**config.mk**
```make
export PLATFORM = sky130hd
export DESIGN_NAME = smb_target
export DESIGN_NICKNAME = d
export VERILOG_FILES = /design/src/rtl/smb_pkg.sv /design/src/rtl/smb_sync.sv /design/src/rtl/smb_crc8.sv /design/src/rtl/smb_timeout.sv /design/src/rtl/smb_target.sv
export SDC_FILE = /design/constraint.sdc
export NUM_CORES = 1
export LEC_CHECK = 0
export CORE_MARGIN = 3
export CORE_UTILIZATION = 30
export DETAILED_ROUTE_END_ITERATION = 16
export PLACE_DENSITY = 0.56
export SLEW_MARGIN = 40
export SYNTH_ARGS = -nofsm -noshare
export SYNTH_HDL_FRONTEND = slang
export SYNTH_SLANG_ARGS = --single-unit
```
**constraint.sdc**
```tcl
create_clock -name clk -period 4.25 [get_ports clk]
set_clock_uncertainty 0.2 [all_clocks]
set_input_delay 0.85 -clock clk [delete_from_list [all_inputs] [get_ports clk]]
set_output_delay 0.85 -clock clk [all_outputs]
set_load 0.02 [all_outputs]
```
**src/rtl/smb_pkg.sv**
```systemverilog
package smb_pkg;

  typedef enum logic [2:0] {
    ST_IDLE,
    ST_RX,
    ST_ACK,
    ST_TX,
    ST_RACK
  } smb_state_t;

  // one byte through the 0x07 polynomial, MSB first
  function automatic logic [7:0] crc8_step(input logic [7:0] c, input logic [7:0] d);
    logic [7:0] r;
    r = c ^ d;
    for (int i = 0; i < 8; i++) begin
      r = r[7] ? ((r << 1) ^ 8'h07) : (r << 1);
    end
    return r;
  endfunction

  function automatic logic [6:0] strap_addr(input logic [1:0] sel);
    case (sel)
      2'b00:   return 7'b1001000;
      2'b01:   return 7'b1001010;
      default: return 7'b1001011;
    endcase
  endfunction

endpackage

```
**src/rtl/smb_sync.sv**
```systemverilog
module smb_sync #(
  parameter int STAGES = 2
) (
  input  logic clk,
  input  logic rst,
  input  logic din,
  output logic dout,
  output logic rise,
  output logic fall
);
  logic [STAGES:0] pipe;

  always_ff @(posedge clk) begin
    if (rst) pipe <= '1;
    else     pipe <= {pipe[STAGES-1:0], din};
  end

  assign dout = pipe[STAGES-1];
  assign rise = pipe[STAGES-1] & ~pipe[STAGES];
  assign fall = ~pipe[STAGES-1] & pipe[STAGES];
endmodule

```
**src/rtl/smb_crc8.sv**
```systemverilog
module smb_crc8 (
  input  logic       clk,
  input  logic       rst,
  input  logic       clr,
  input  logic       upd,
  input  logic [7:0] din,
  output logic [7:0] crc
);
  import smb_pkg::*;

  always_ff @(posedge clk) begin
    if (rst || clr) crc <= 8'h00;
    else if (upd)   crc <= crc8_step(crc, din);
  end
endmodule

```
**src/rtl/smb_timeout.sv**
```systemverilog
module smb_timeout #(
  parameter int CYC = 2500000
) (
  input  logic clk,
  input  logic rst,
  input  logic en,
  input  logic busy,
  input  logic activity,
  output logic expire
);
  localparam int CW = $clog2(CYC + 1);
  logic [CW-1:0] cnt;

  always_ff @(posedge clk) begin
    if (rst || !en || !busy || activity) begin
      cnt    <= '0;
      expire <= 1'b0;
    end else if (cnt == CW'(CYC - 1)) begin
      cnt    <= '0;
      expire <= 1'b1;
    end else begin
      cnt    <= cnt + 1'b1;
      expire <= 1'b0;
    end
  end
endmodule

```
**src/rtl/smb_target.sv**
```systemverilog
module smb_target #(
  parameter int         TIMEOUT_CYC = 2500000,
  parameter int         SYNC_STAGES = 2,
  parameter int         WR_BYTES    = 1,
  parameter int         RD_BYTES    = 1,
  parameter logic [7:0] CFG_REG     = 8'h18,
  parameter int         TO_EN_BIT   = 6
) (
  input  logic       clk,
  input  logic       rst,
  input  logic       scl_i,
  input  logic       sda_i,
  output logic       sda_oe,
  input  logic [1:0] addr_sel,
  output logic [7:0] reg_addr,
  output logic [7:0] reg_wdata,
  output logic       reg_we,
  output logic       reg_rd,
  input  logic [7:0] reg_rdata,
  output logic       pec_error
);
  import smb_pkg::*;

  localparam int PEC_WR_IDX = WR_BYTES + 1;
  localparam int PEC_RD_IDX = RD_BYTES;
  localparam int IDX_MAX    = (WR_BYTES + 2 > RD_BYTES + 1) ? WR_BYTES + 2 : RD_BYTES + 1;
  localparam int IDXW       = $clog2(IDX_MAX + 1);

  logic scl_s, scl_r, scl_f, sda_s, sda_r, sda_f;
  logic start_det, stop_det, to_expire;

  smb_state_t      state;
  logic [3:0]      bitcnt;
  logic [7:0]      sr, txsr, ptr;
  logic [IDXW-1:0] byte_idx, idx_inc;
  logic            is_addr, rw, in_frame, ptr_inc, cont, cfg_to_en;
  logic            crc_clr, crc_upd;
  logic [7:0]      crc_din, crc_val, tx_next;
  logic [6:0]      my_addr;
  logic            addr_hit, pec_ok, load_now;

  smb_sync #(.STAGES(SYNC_STAGES)) u_scl (
    .clk(clk), .rst(rst), .din(scl_i), .dout(scl_s), .rise(scl_r), .fall(scl_f));
  smb_sync #(.STAGES(SYNC_STAGES)) u_sda (
    .clk(clk), .rst(rst), .din(sda_i), .dout(sda_s), .rise(sda_r), .fall(sda_f));

  smb_crc8 u_crc (
    .clk(clk), .rst(rst), .clr(crc_clr), .upd(crc_upd), .din(crc_din), .crc(crc_val));

  smb_timeout #(.CYC(TIMEOUT_CYC)) u_to (
    .clk(clk), .rst(rst), .en(cfg_to_en), .busy(in_frame),
    .activity(scl_r | scl_f | sda_r | sda_f), .expire(to_expire));

  assign start_det = sda_f & scl_s;
  assign stop_det  = sda_r & scl_s;
  assign reg_addr  = ptr;

  always_comb begin
    my_addr  = strap_addr(addr_sel);
    addr_hit = (sr[7:1] == my_addr);
    pec_ok   = (sr == crc_val);
    idx_inc  = (int'(byte_idx) == IDX_MAX) ? byte_idx : byte_idx + IDXW'(1);
    if (int'(byte_idx) < PEC_RD_IDX)       tx_next = reg_rdata;
    else if (int'(byte_idx) == PEC_RD_IDX) tx_next = crc_val;
    else                                   tx_next = 8'hFF;
    load_now = scl_f && ((state == ST_ACK && rw) || (state == ST_RACK && cont));
  end

  always_ff @(posedge clk) begin
    if (rst) begin
      state     <= ST_IDLE;
      bitcnt    <= '0;
      sr        <= '0;
      txsr      <= '0;
      ptr       <= '0;
      byte_idx  <= '0;
      is_addr   <= 1'b0;
      rw        <= 1'b0;
      in_frame  <= 1'b0;
      ptr_inc   <= 1'b0;
      cont      <= 1'b0;
      cfg_to_en <= 1'b0;
      sda_oe    <= 1'b0;
      reg_we    <= 1'b0;
      reg_wdata <= '0;
      reg_rd    <= 1'b0;
      pec_error <= 1'b0;
      crc_clr   <= 1'b0;
      crc_upd   <= 1'b0;
      crc_din   <= '0;
    end else begin
      reg_we    <= 1'b0;
      reg_rd    <= 1'b0;
      pec_error <= 1'b0;
      crc_clr   <= 1'b0;
      crc_upd   <= 1'b0;
      if (to_expire || stop_det) begin
        state    <= ST_IDLE;
        in_frame <= 1'b0;
        sda_oe   <= 1'b0;
      end else if (start_det) begin
        if (!in_frame) crc_clr <= 1'b1;
        in_frame <= 1'b1;
        state    <= ST_RX;
        is_addr  <= 1'b1;
        bitcnt   <= '0;
        ptr_inc  <= 1'b0;
        sda_oe   <= 1'b0;
      end else begin
        case (state)
          ST_RX: begin
            if (scl_r) begin
              sr     <= {sr[6:0], sda_s};
              bitcnt <= bitcnt + 4'd1;
            end else if (scl_f && bitcnt == 4'd8) begin
              if (is_addr) begin
                if (addr_hit) begin
                  rw       <= sr[0];
                  byte_idx <= '0;
                  sda_oe   <= 1'b1;
                  crc_upd  <= 1'b1;
                  crc_din  <= sr;
                  state    <= ST_ACK;
                end else begin
                  state <= ST_IDLE;
                end
              end else if (int'(byte_idx) == 0) begin
                ptr      <= sr;
                sda_oe   <= 1'b1;
                crc_upd  <= 1'b1;
                crc_din  <= sr;
                byte_idx <= idx_inc;
                state    <= ST_ACK;
              end else if (int'(byte_idx) <= WR_BYTES) begin
                reg_we    <= 1'b1;
                reg_wdata <= sr;
                ptr_inc   <= 1'b1;
                if (ptr == CFG_REG) cfg_to_en <= sr[TO_EN_BIT];
                sda_oe    <= 1'b1;
                crc_upd   <= 1'b1;
                crc_din   <= sr;
                byte_idx  <= idx_inc;
                state     <= ST_ACK;
              end else if (int'(byte_idx) == PEC_WR_IDX) begin
                byte_idx <= idx_inc;
                if (pec_ok) begin
                  sda_oe <= 1'b1;
                  state  <= ST_ACK;
                end else begin
                  pec_error <= 1'b1;
                  state     <= ST_IDLE;
                end
              end else begin
                state <= ST_IDLE;
              end
            end
          end
          ST_ACK: begin
            if (scl_f) begin
              if (ptr_inc) begin
                ptr     <= ptr + 8'd1;
                ptr_inc <= 1'b0;
              end
              bitcnt  <= '0;
              is_addr <= 1'b0;
              if (!rw) begin
                sda_oe <= 1'b0;
                state  <= ST_RX;
              end
            end
          end
          ST_TX: begin
            if (scl_r) begin
              bitcnt <= bitcnt + 4'd1;
            end else if (scl_f) begin
              if (bitcnt == 4'd8) begin
                sda_oe <= 1'b0;
                state  <= ST_RACK;
              end else begin
                sda_oe <= ~txsr[6];
                txsr   <= {txsr[6:0], 1'b1};
              end
            end
          end
          ST_RACK: begin
            if (scl_r) begin
              cont <= ~sda_s;
              if (ptr_inc) begin
                ptr     <= ptr + 8'd1;
                ptr_inc <= 1'b0;
              end
            end else if (scl_f && !cont) begin
              state <= ST_IDLE;
            end
          end
          default: ;
        endcase
        if (load_now) begin
          txsr     <= tx_next;
          sda_oe   <= ~tx_next[7];
          bitcnt   <= '0;
          byte_idx <= idx_inc;
          state    <= ST_TX;
          if (int'(byte_idx) < PEC_RD_IDX) begin
            reg_rd  <= 1'b1;
            ptr_inc <= 1'b1;
            crc_upd <= 1'b1;
            crc_din <= tx_next;
          end
        end
      end
    end
  end
endmodule

```
==> results.yml, run 1 <==
final_layout:
  final_layout_size_suffix_gt1_share_pct: 7.337
  register_area_sq_um: 1943
  syn_to_final_growth_pct: 15.81
  antenna-diode-count: 0
  layout.filler_cells: 1684
  utilization_pct: 36.15
  most_frequent_standard_cell_in_the_layout_excluding_fill_and_tap_cells: "dfxtp_1"
  most-common-layout-cells: "96 x dfxtp_1, 70 x nor2_1, 48 x nand2_1"
  nets: 645
  area_used_by_multi_input_combinational_logic_sq_um: 2892
  instances_no_fill: 843
critical_path:
  worstSetupEndpoint: "crc_din[0]"
  regToRegSetupSlack_ns: 1.52
  r2r_end: "crc_din[0]"
  cp.required_ns: 4.35
  reg2regPathDepth: 7
  timing.critical_path.from_type: "register"
  arr_time_crit_path_ns: 2.83
  launch_instance_of_the_worst_register_to_register_path: "u_scl.pipe[1]"
  worst_setup_path_startpoint: "u_scl.pipe[1]"
  worst_setup_end_kind: "register"
  crit_path_kind: "register to register"
  path_max_fanout: 9
detailed_routing:
  iteration_0_drc_count_of_the_detailed_router: 262
  detail_route.wl_per_cell_um: 15.21
  drc: 0
  detail_route.wirelength_um: 12820
  num_vias: 4395
  viasPerCell: 5.214
  detailed_routing_iteration_count_for_the_pre_antenna_repair_pass: 4
  antenna_left: 0
timing:
  max_clk_rate_ghz: 0.3662
  final.hold.worst_slack_ns: 0.2160
  finalHoldViolCount: 0
  finalSetupTns_ns: 0
  post-route-period-util_pct: 64.25
  post-route-worst-setup-slack_ns: 1.519
  timing.max_slew.rel_slack_pct: 48.99
  finalCriticalPeriod_ns: 2.731
  final-max-slew-violation-count: 0
  rsz_0062_raised_after_global_routing: "false"
  setup_viol_count_final: 0
  timing_worst_slew_pin_value_ns: 0.7652
floorplanning:
  placement_rows: 46
  core_sq_um: 16230
  die_width_um: 136.0
  floorplan.die.height_um: 136.0
  dieArea_sq_um: 18480
  pin_count: 34
  starting_density_pct: 31.21
clock_network:
  cts.repair.resized: 0
  cts_num_sinks: 97
  max-clock-path-buffers: 2
  numCtsBuffers: 9
  hold_buffers: 0
  clock_tree.htree_level_count: 3
  postCtsSetupRepairBufs: 0
  clkSlewWorstSetupHoldPaths_ns: 0.07
  tritoncts_clock_tree: "done"
  clk-insertion-delay-late_ns: 0.36
  cell_chosen_for_the_clock_root: "clkbuf_16"
synthesis:
  yosys_most_used_dff: "dfxtp_1"
  syn_area_sq_um: 5066
  synth.avg_cell_area_sq_um: 8.360
  netlist.area_leader.share_pct: 38.33
  synth.net_count: 629
  synth_seq_area_share_pct: 38.33
  synthTopCellsByArea: "dfxtp_1 38%, nor2_1 5.2%, xnor2_1 4.7%"
  asyncSetResetFlopFracSynth_pct: 0
  synth_edf_count: 0
  postSynthRegisterBits: 97
  netlist-cell-type-count: 62
  largest_area_contributor_in_the_netlist: "dfxtp_1"
  postSynthCellCount: 606
  yosys_warnings: 0
global_route:
  maximum_number_of_pins_on_one_net_before_global_route_repair: 57
  grt_first_pass_wirelength_um: 20980
  grt.overflow.total: 0
  antenna_found_initial: 0
  first_global_vias: 4165
  groute.usage.overall_pct: 14.08
job:
  max_cap_viol_count: 0
run_status:
  result_of_the_run: "completed"
pwr:
  power.density_nw_per_um2: 311.7
  power.leakage_nw: 1.902
  peakVddDrop_uv: 212.7
placed_design:
  gpl.final_weighted_congestion: 0.8312
  dp_slack_ns: 1.444
  place.detailed.hpwl_um: 9154
  numPlacedInstances: 827
  portBuffers: 33
min_path:
  hold_class: "register to register"
==> kinds of logic after synthesis <==
| kind of cell | synth area share (%) |
|---|---|
| simple gates | 24.03 |
| compound gates | 17.39 |
| flops | 38.33 |
| buf+inv | 4.594 |
| xor+xnor | 9.262 |
| mux | 4.174 |
| fa+ha+maj | 2.223 |
==> critical path, stage by stage (launching register included) <==
cell and delay (ns):
dfxtp_1 0.38, inv_1 0.11, ha_1 0.35, nand2b_1 0.23
a21o_1 0.30, nor3_1 0.55, o31a_2 0.35, o221a_2 0.20
==> worst min-delay path by stage <==
stage                        from             to  slack, ns  cells past startpoint
finish              u_sda.pipe[0]  u_sda.pipe[1]       0.22                      1
global route        u_sda.pipe[0]  u_sda.pipe[1]       0.23                      1
CTS                 u_sda.pipe[0]  u_sda.pipe[1]       0.22                      1
detailed placement  u_sda.pipe[0]  u_sda.pipe[1]       0.20                      1
global placement    u_sda.pipe[0]  u_sda.pipe[1]       0.20                      1
floorplan           u_scl.pipe[0]  u_scl.pipe[1]       0.19                      1
==> cell usage after synthesis, drive strengths merged, types with 4 or more instances <==
cell type / instances
dfxtp: 97
mux2i: 20
o32ai: 7
a21oi: 37
xor2: 24
nand3b: 5
nor3b: 5
nand2b: 18
xnor2: 27
nand4: 7
o21ai: 14
clkbuf: 25
or2: 10
inv: 26
nor3: 18
nor2: 70
a31oi: 5
a211oi: 12
o31a: 5
a21o: 4
o211ai: 8
nand2: 48
nor4: 16
ha: 9
nand3: 23
buf: 8
o22ai: 4
o221a: 4
==> layout make-up <==
cell class,instances,share of cell area (%)
clock buffer,9,3.839
timing repair buffer,38,6.185
clock inverter,7,1.237
tap,216,4.607
sequential,97,33.12
inverter,27,1.727
multi-input combinational,449,49.29
==> stage by stage <==
| step | total power [W] | area (sq um) |
|---|---|---|
| floorplan | 0.001005 | 5066 |
| global placement | 0.001038 | 5568 |
| CTS | 0.001855 | 5867 |
| detailed placement | 0.001038 | 5569 |
| global route | 0.001905 | 5867 |
| finish | 0.001829 | 5867 |
==> metal layers <==
| layer | part of all wire (%) | vias up | global-route usage, % |
|---|---|---|---|
| li1 | - | 2186 | - |
| met1 | 49 | 2105 | 18.97 |
| met2 | 46 | 91 | 22.70 |
| met3 | 4.3 | 13 | 3.331 |
| met4 | 1.4 | 0 | 3.695 |
| met5 | 0 | - | 0 |
==> registers in the layout, summed over array words and instances (netlist names), 2 cells and up <==
register and cells:
u_scl.pipe 3, bitcnt 4, byte_idx 2, u_sda.pipe 3
reg_addr 8, reg_wdata 8, u_to.cnt 22, crc_din 8
u_crc.crc 8, state 3, sr 8, txsr 7
==> power breakdown <==
part           total [W]  switching [W]  internal [W]
clock network   0.000811       0.000395      0.000415
logic          0.0000957      0.0000565     0.0000392
registers       0.000922     0.00000896      0.000914
No activity file was read; power rests on OpenSTA's default activity.
==> inputs of run 2 (changes only) <==
==> constraint.sdc (replaced) <==
create_clock -name clk -period 2.7 [get_ports clk]
set_clock_uncertainty 0.2 [all_clocks]
set_input_delay 0.54 -clock clk [delete_from_list [all_inputs] [get_ports clk]]
set_output_delay 0.54 -clock clk [all_outputs]
set_load 0.02 [all_outputs]
==> results.yml, run 2 (synthesized netlist as in run 1, its figures left out) <==
detailed_routing:
  drc: 0
  met1_length_um: 6205
  detail_route.wirelength_um: 12910
  detail_route.wl_per_cell_um: 15.04
  iteration_0_drc_count_of_the_detailed_router: 362
  highest-signal-layer: "met4"
  route.met3.wl_um: 806
  detailed_routing_iteration_count_for_the_pre_antenna_repair_pass: 5
  antenna_left: 0
  detailroute.wirelength.met2_um: 5726
  viasPerCell: 5.157
  num_vias: 4425
final_layout:
  antenna-diode-count: 0
  nets: 660
  most-common-layout-cells: "97 x dfxtp_1, 70 x nor2_1, 48 x nand2_1"
  area_used_by_multi_input_combinational_logic_sq_um: 2894
  register_area_sq_um: 1942
  layout.filler_cells: 1708
  syn_to_final_growth_pct: 18.52
  most_frequent_standard_cell_in_the_layout_excluding_fill_and_tap_cells: "dfxtp_1"
  registers.top_by_ff_count: "u_to.cnt"
  largest_register_ffs: 22
  final_design_area_no_fill_sq_um: 6005
  final_layout_size_suffix_gt1_share_pct: 9.502
  utilization_pct: 37.00
timing:
  max_clk_rate_ghz: 0.4083
  timing_worst_slew_pin_value_ns: 0.6870
  finalSetupTns_ns: 0
  setup_viol_count_final: 0
  post-route-period-util_pct: 90.70
  rsz_0062_raised_after_global_routing: "false"
  final-max-slew-violation-count: 0
  timing.max_slew.rel_slack_pct: 53.78
  finalCriticalPeriod_ns: 2.449
  finalHoldViolCount: 0
critical_path:
  reg2regPathDepth: 7
  worst_setup_end_kind: "register"
  timing.critical_path.from_type: "register"
  cp.required_ns: 2.74
  crit_path_kind: "register to register"
  path_max_fanout: 9
  arr_time_crit_path_ns: 2.49
  r2r_end: "crc_din[2]"
  regToRegSetupSlack_ns: 0.25
  launch_instance_of_the_worst_register_to_register_path: "u_scl.pipe[1]"
pwr:
  seq_power_share_pct: 48.8
  peakVddDrop_uv: 331.0
  power.net_switching_w: 0.0007214
  power.density_nw_per_um2: 494.7
  internal_w: 0.002249
  p_clk_share_pct: 45.6
  comb_power_share_pct: 5.6
  netSwitchingFraction_pct: 24.28
  power.leakage_nw: 1.993
global_route:
  groute.usage.overall_pct: 14.54
  first_global_vias: 4249
  maximum_number_of_pins_on_one_net_before_global_route_repair: 68
  antenna_found_initial: 0
  grt_first_pass_wirelength_um: 21620
  grt.overflow.total: 0
run_status:
  result_of_the_run: "completed"
placed_design:
  place.detailed.hpwl_um: 9307
  gpl.final_weighted_congestion: 0.8553
  portBuffers: 33
  dpl-instance-area_sq_um: 5693
clock_network:
  clk-insertion-delay-late_ns: 0.35
  max-clock-path-buffers: 2
  clkSlewWorstSetupHoldPaths_ns: 0.07
  postCtsSetupRepairBufs: 0
  tritoncts_clock_tree: "done"
  clock_tree.htree_level_count: 3
  cts_num_sinks: 97
  cell_chosen_for_the_clock_root: "clkbuf_16"
  numCtsBuffers: 9
floorplanning:
  die_width_um: 136.0
  starting_density_pct: 31.21
  floorplan.die.height_um: 136.0
  dieArea_sq_um: 18480
  pin_count: 34
  core_sq_um: 16230
  placement_rows: 46
min_path:
  worst_hold_path.endpoint: "u_scl.pipe[1]"
  beginning_of_the_worst_hold_path: "u_scl.pipe[0]"
  hold_class: "register to register"
  hold_depth: 1
job:
  max_cap_viol_count: 0
run 2: cell types whose count changed in the layout (fill, tap and decap cells not counted), sizes merged:
cell      change
clkinvlp      -1
bufinv        +1
clkinv        -1
buf          +15
inv           +1
run 2: worst max-delay path, stage by stage (launching register included):
cell      delay (ns)
dfxtp_1         0.46
inv_1           0.10
ha_1            0.32
nand2b_2        0.18
a21o_1          0.25
nor3_1          0.10
o31a_2          0.44
o221a_2         0.29
run 2: cell type report:
type | count | share of cell area, %
clock inverters | 7 | 1.396
inverters | 27 | 1.688
flip-flops and latches | 97 | 32.34
repair buffers | 53 | 8.127
clock buffers | 9 | 3.751
well taps | 216 | 4.501
multi-input cells | 449 | 48.20
run 2: power groups by stage:
stage / Clock, W / Sequential [W] / Combinational, W
floorplan: 0 / 0.00148 / 0.000102
global placement: 0 / 0.00148 / 0.000163
detailed placement: 0 / 0.00148 / 0.000163
CTS: 0.00139 / 0.00145 / 0.000163
global route: 0.00144 / 0.00145 / 0.000181
finish: 0.00136 / 0.00145 / 0.000165
run 2: worst max-delay path by stage:
stage / start / endpoint / slack, ns
after floorplan: u_scl.pipe[1] / reg_addr[0] / 0.32
after global placement: addr_sel[0] / crc_din[1] / 0.24
after detailed placement: u_scl.pipe[1] / crc_din[2] / 0.18
after CTS: u_scl.pipe[1] / crc_din[2] / 0.16
after global routing: u_scl.pipe[1] / reg_addr[5] / 0.03
final: u_scl.pipe[1] / crc_din[2] / 0.25
run 2: stage by stage:
step | total power (W) | worst slack, ns | hold WS [ns] | instances
after floorplan | 0.001582 | 0.3175 | 0.1895 | 606
after global placement | 0.001646 | 0.2388 | 0.1995 | 842
after detailed placement | 0.001646 | 0.1845 | 0.2064 | 842
after CTS | 0.003004 | 0.1596 | 0.2261 | 858
after global routing | 0.003078 | 0.02858 | 0.2470 | 858
final | 0.002971 | 0.2510 | 0.2207 | 858
run 2: metal layers:
layer | up-vias | GRT usage [%]
li1 | 2216 | -
met1 | 2056 | 20.03
met2 | 141 | 22.57
met3 | 12 | 3.701
met4 | 0 | 4.143
met5 | - | 0
run 2: repair_timing:
action / 4_1_cts / 5_1_grt
hold buffers: 0 / 0
gates resized for setup: 0 / 1
setup endpoints to repair: 0 / 4
==> inputs of run 3 (changes only) <==
--- a/config.mk
+++ b/config.mk
@@ -6,9 +6,11 @@
 export NUM_CORES = 1
 export LEC_CHECK = 0
 export CORE_MARGIN = 3
-export CORE_UTILIZATION = 30
+export CORE_UTILIZATION = 45
 export DETAILED_ROUTE_END_ITERATION = 16
-export PLACE_DENSITY = 0.56
+export DONT_BUFFER_PORTS = 1
+export PLACE_DENSITY = 0.7
+export SKIP_LAST_GASP = 1
 export SLEW_MARGIN = 40
 export SYNTH_ARGS = -nofsm -noshare
 export SYNTH_HDL_FRONTEND = slang
==> results.yml, run 3 (synthesized netlist as in run 1, its figures left out) <==
final_layout:
  syn_to_final_growth_pct: 8.990
  final_layout_size_suffix_gt1_share_pct: 9.241
  utilization_pct: 50.49
  largest_register_ffs: 22
  nets: 624
  antenna-diode-count: 0
  layout.filler_cells: 1053
  instances_no_fill: 746
  most-common-layout-cells: "97 x dfxtp_1, 70 x nor2_1, 48 x nand2_1"
  most_frequent_standard_cell_in_the_layout_excluding_fill_and_tap_cells: "dfxtp_1"
  registers.top_by_ff_count: "u_to.cnt"
  final_design_area_no_fill_sq_um: 5522
timing:
  timing.max_slew.rel_slack_pct: 56.04
  max_clk_rate_ghz: 0.3962
  final-max-slew-violation-count: 0
  timing_worst_slew_pin_value_ns: 0.6534
  rsz_0062_raised_after_global_routing: "false"
  finalSetupTns_ns: 0
  finalHoldViolCount: 0
  post-route-period-util_pct: 93.48
  setup_viol_count_final: 0
  finalCriticalPeriod_ns: 2.524
placed_design:
  portBuffers: 0
  place.detailed.hpwl_um: 8682
  gpl.final_weighted_congestion: 0.8583
  dpl-instance-area_sq_um: 5238
  numPlacedInstances: 730
detailed_routing:
  antenna_left: 0
  drc: 0
  detail_route.wl_per_cell_um: 15.92
  viasPerCell: 5.857
  num_vias: 4369
  detail_route.wirelength_um: 11870
  detailed_routing_iteration_count_for_the_pre_antenna_repair_pass: 5
  iteration_0_drc_count_of_the_detailed_router: 335
floorplanning:
  core_sq_um: 10940
  starting_density_pct: 46.33
  dieArea_sq_um: 12570
  placement_rows: 38
  pin_count: 34
  floorplan.die.height_um: 112.1
  die_width_um: 112.1
clock_network:
  max-clock-path-buffers: 2
  numCtsBuffers: 9
  postCtsSetupRepairBufs: 0
  clk-insertion-delay-late_ns: 0.35
  cts_num_sinks: 97
  tritoncts_clock_tree: "done"
  cell_chosen_for_the_clock_root: "clkbuf_16"
  hold_buffers: 0
  cts.repair.resized: 0
  clkSlewWorstSetupHoldPaths_ns: 0.07
  clock_tree.htree_level_count: 3
min_path:
  hold_class: "input port to register"
  hold_depth: 1
global_route:
  antenna_found_initial: 0
  groute.usage.overall_pct: 19.16
  grt.overflow.total: 0
  maximum_number_of_pins_on_one_net_before_global_route_repair: 69
  first_global_vias: 3990
  grt_first_pass_wirelength_um: 19940
pwr:
  power.leakage_nw: 1.839
  peakVddDrop_uv: 422.3
  fin_total_pwr_w: 0.002798
  power.density_nw_per_um2: 506.7
critical_path:
  crit_path_kind: "register to register"
  slowest_delay_ns: 0.47
  launch_instance_of_the_worst_register_to_register_path: "u_scl.pipe[1]"
  cpMaxStageDelayCell: "dfxtp_1"
  arr_time_crit_path_ns: 2.56
  worst_setup_end_kind: "register"
  worst_setup_path_startpoint: "u_scl.pipe[1]"
  worstSetupEndpoint: "crc_din[2]"
  cp.required_ns: 2.74
  timing.critical_path.from_type: "register"
  path_max_fanout: 9
  reg2regPathDepth: 7
  r2r_end: "crc_din[2]"
  regToRegSetupSlack_ns: 0.18
  worstPathCellList: "inv_1 -> ha_1 -> nand2b_1 -> a21o_1 -> nor3_1 -> o31a_2 -> o221a_2"
job:
  max_cap_viol_count: 0
run_status:
  result_of_the_run: "completed"
run 3: how the worst min path moves through the flow:
stage	start	endpoint	slack, ns
2_1_floorplan	u_scl.pipe[0]	u_scl.pipe[1]	0.19
3_3_place_gp	u_sda.pipe[0]	u_sda.pipe[1]	0.20
3_5_place_dp	u_sda.pipe[0]	u_sda.pipe[1]	0.20
4_1_cts	rst	cont	0.06
5_1_grt	rst	reg_addr[6]	0.06
6_report	rst	cont	0.08
run 3: critical path, delay by kind of cell, from the launching register on:
kind,cells,cell delay [ns]
buffers and inverters,1,0.10
and+or+nand+nor,2,0.35
adders and majority gates,1,0.31
AOI/OAI and AO/OA,3,0.98
DFF,1,0.47
run 3: power by group:
group / internal [W] / switching, W / leakage, nW
combinational: 0.0000478 / 0.0000689 / 0.918
clock: 0.000641 / 0.000588 / 0.139
sequential: 0.00144 / 0.0000131 / 0.783
total: 0.00213 / 0.000670 / 1.84
run 3: layout make-up:
| class | instances | area, sq um | area share, % |
|---|---|---|---|
| clock buffer | 9 | 225.2 | 4.079 |
| clock inverter | 7 | 58.81 | 1.065 |
| inverter | 27 | 101.3 | 1.835 |
| multi-input combinational | 449 | 2892 | 52.37 |
| sequential | 97 | 1942 | 35.17 |
| tap | 140 | 175.2 | 3.172 |
| timing repair buffer | 17 | 127.6 | 2.311 |
run 3: through the flow:
| step | setup slack [ns] | hold WS, ns |
|---|---|---|
| detailed placement | 0.2065 | 0.1971 |
| floorplan | 0.3175 | 0.1895 |
| CTS | 0.1839 | 0.05815 |
| global route | 0.009637 | 0.05811 |
| global placement | 0.3031 | 0.1985 |
| finish | 0.1760 | 0.08431 |
run 3: routing by layer:
layer | share of wire (%) | vias up | global-route usage (%) | wire length [um]
li1 | - | 2152 | - | -
met1 | 47 | 2044 | 27.32 | 5548
met2 | 45 | 152 | 29.00 | 5308
met3 | 6.6 | 21 | 4.205 | 779
met4 | 2.0 | 0 | 5.929 | 236
met5 | 0 | - | 0 | 0
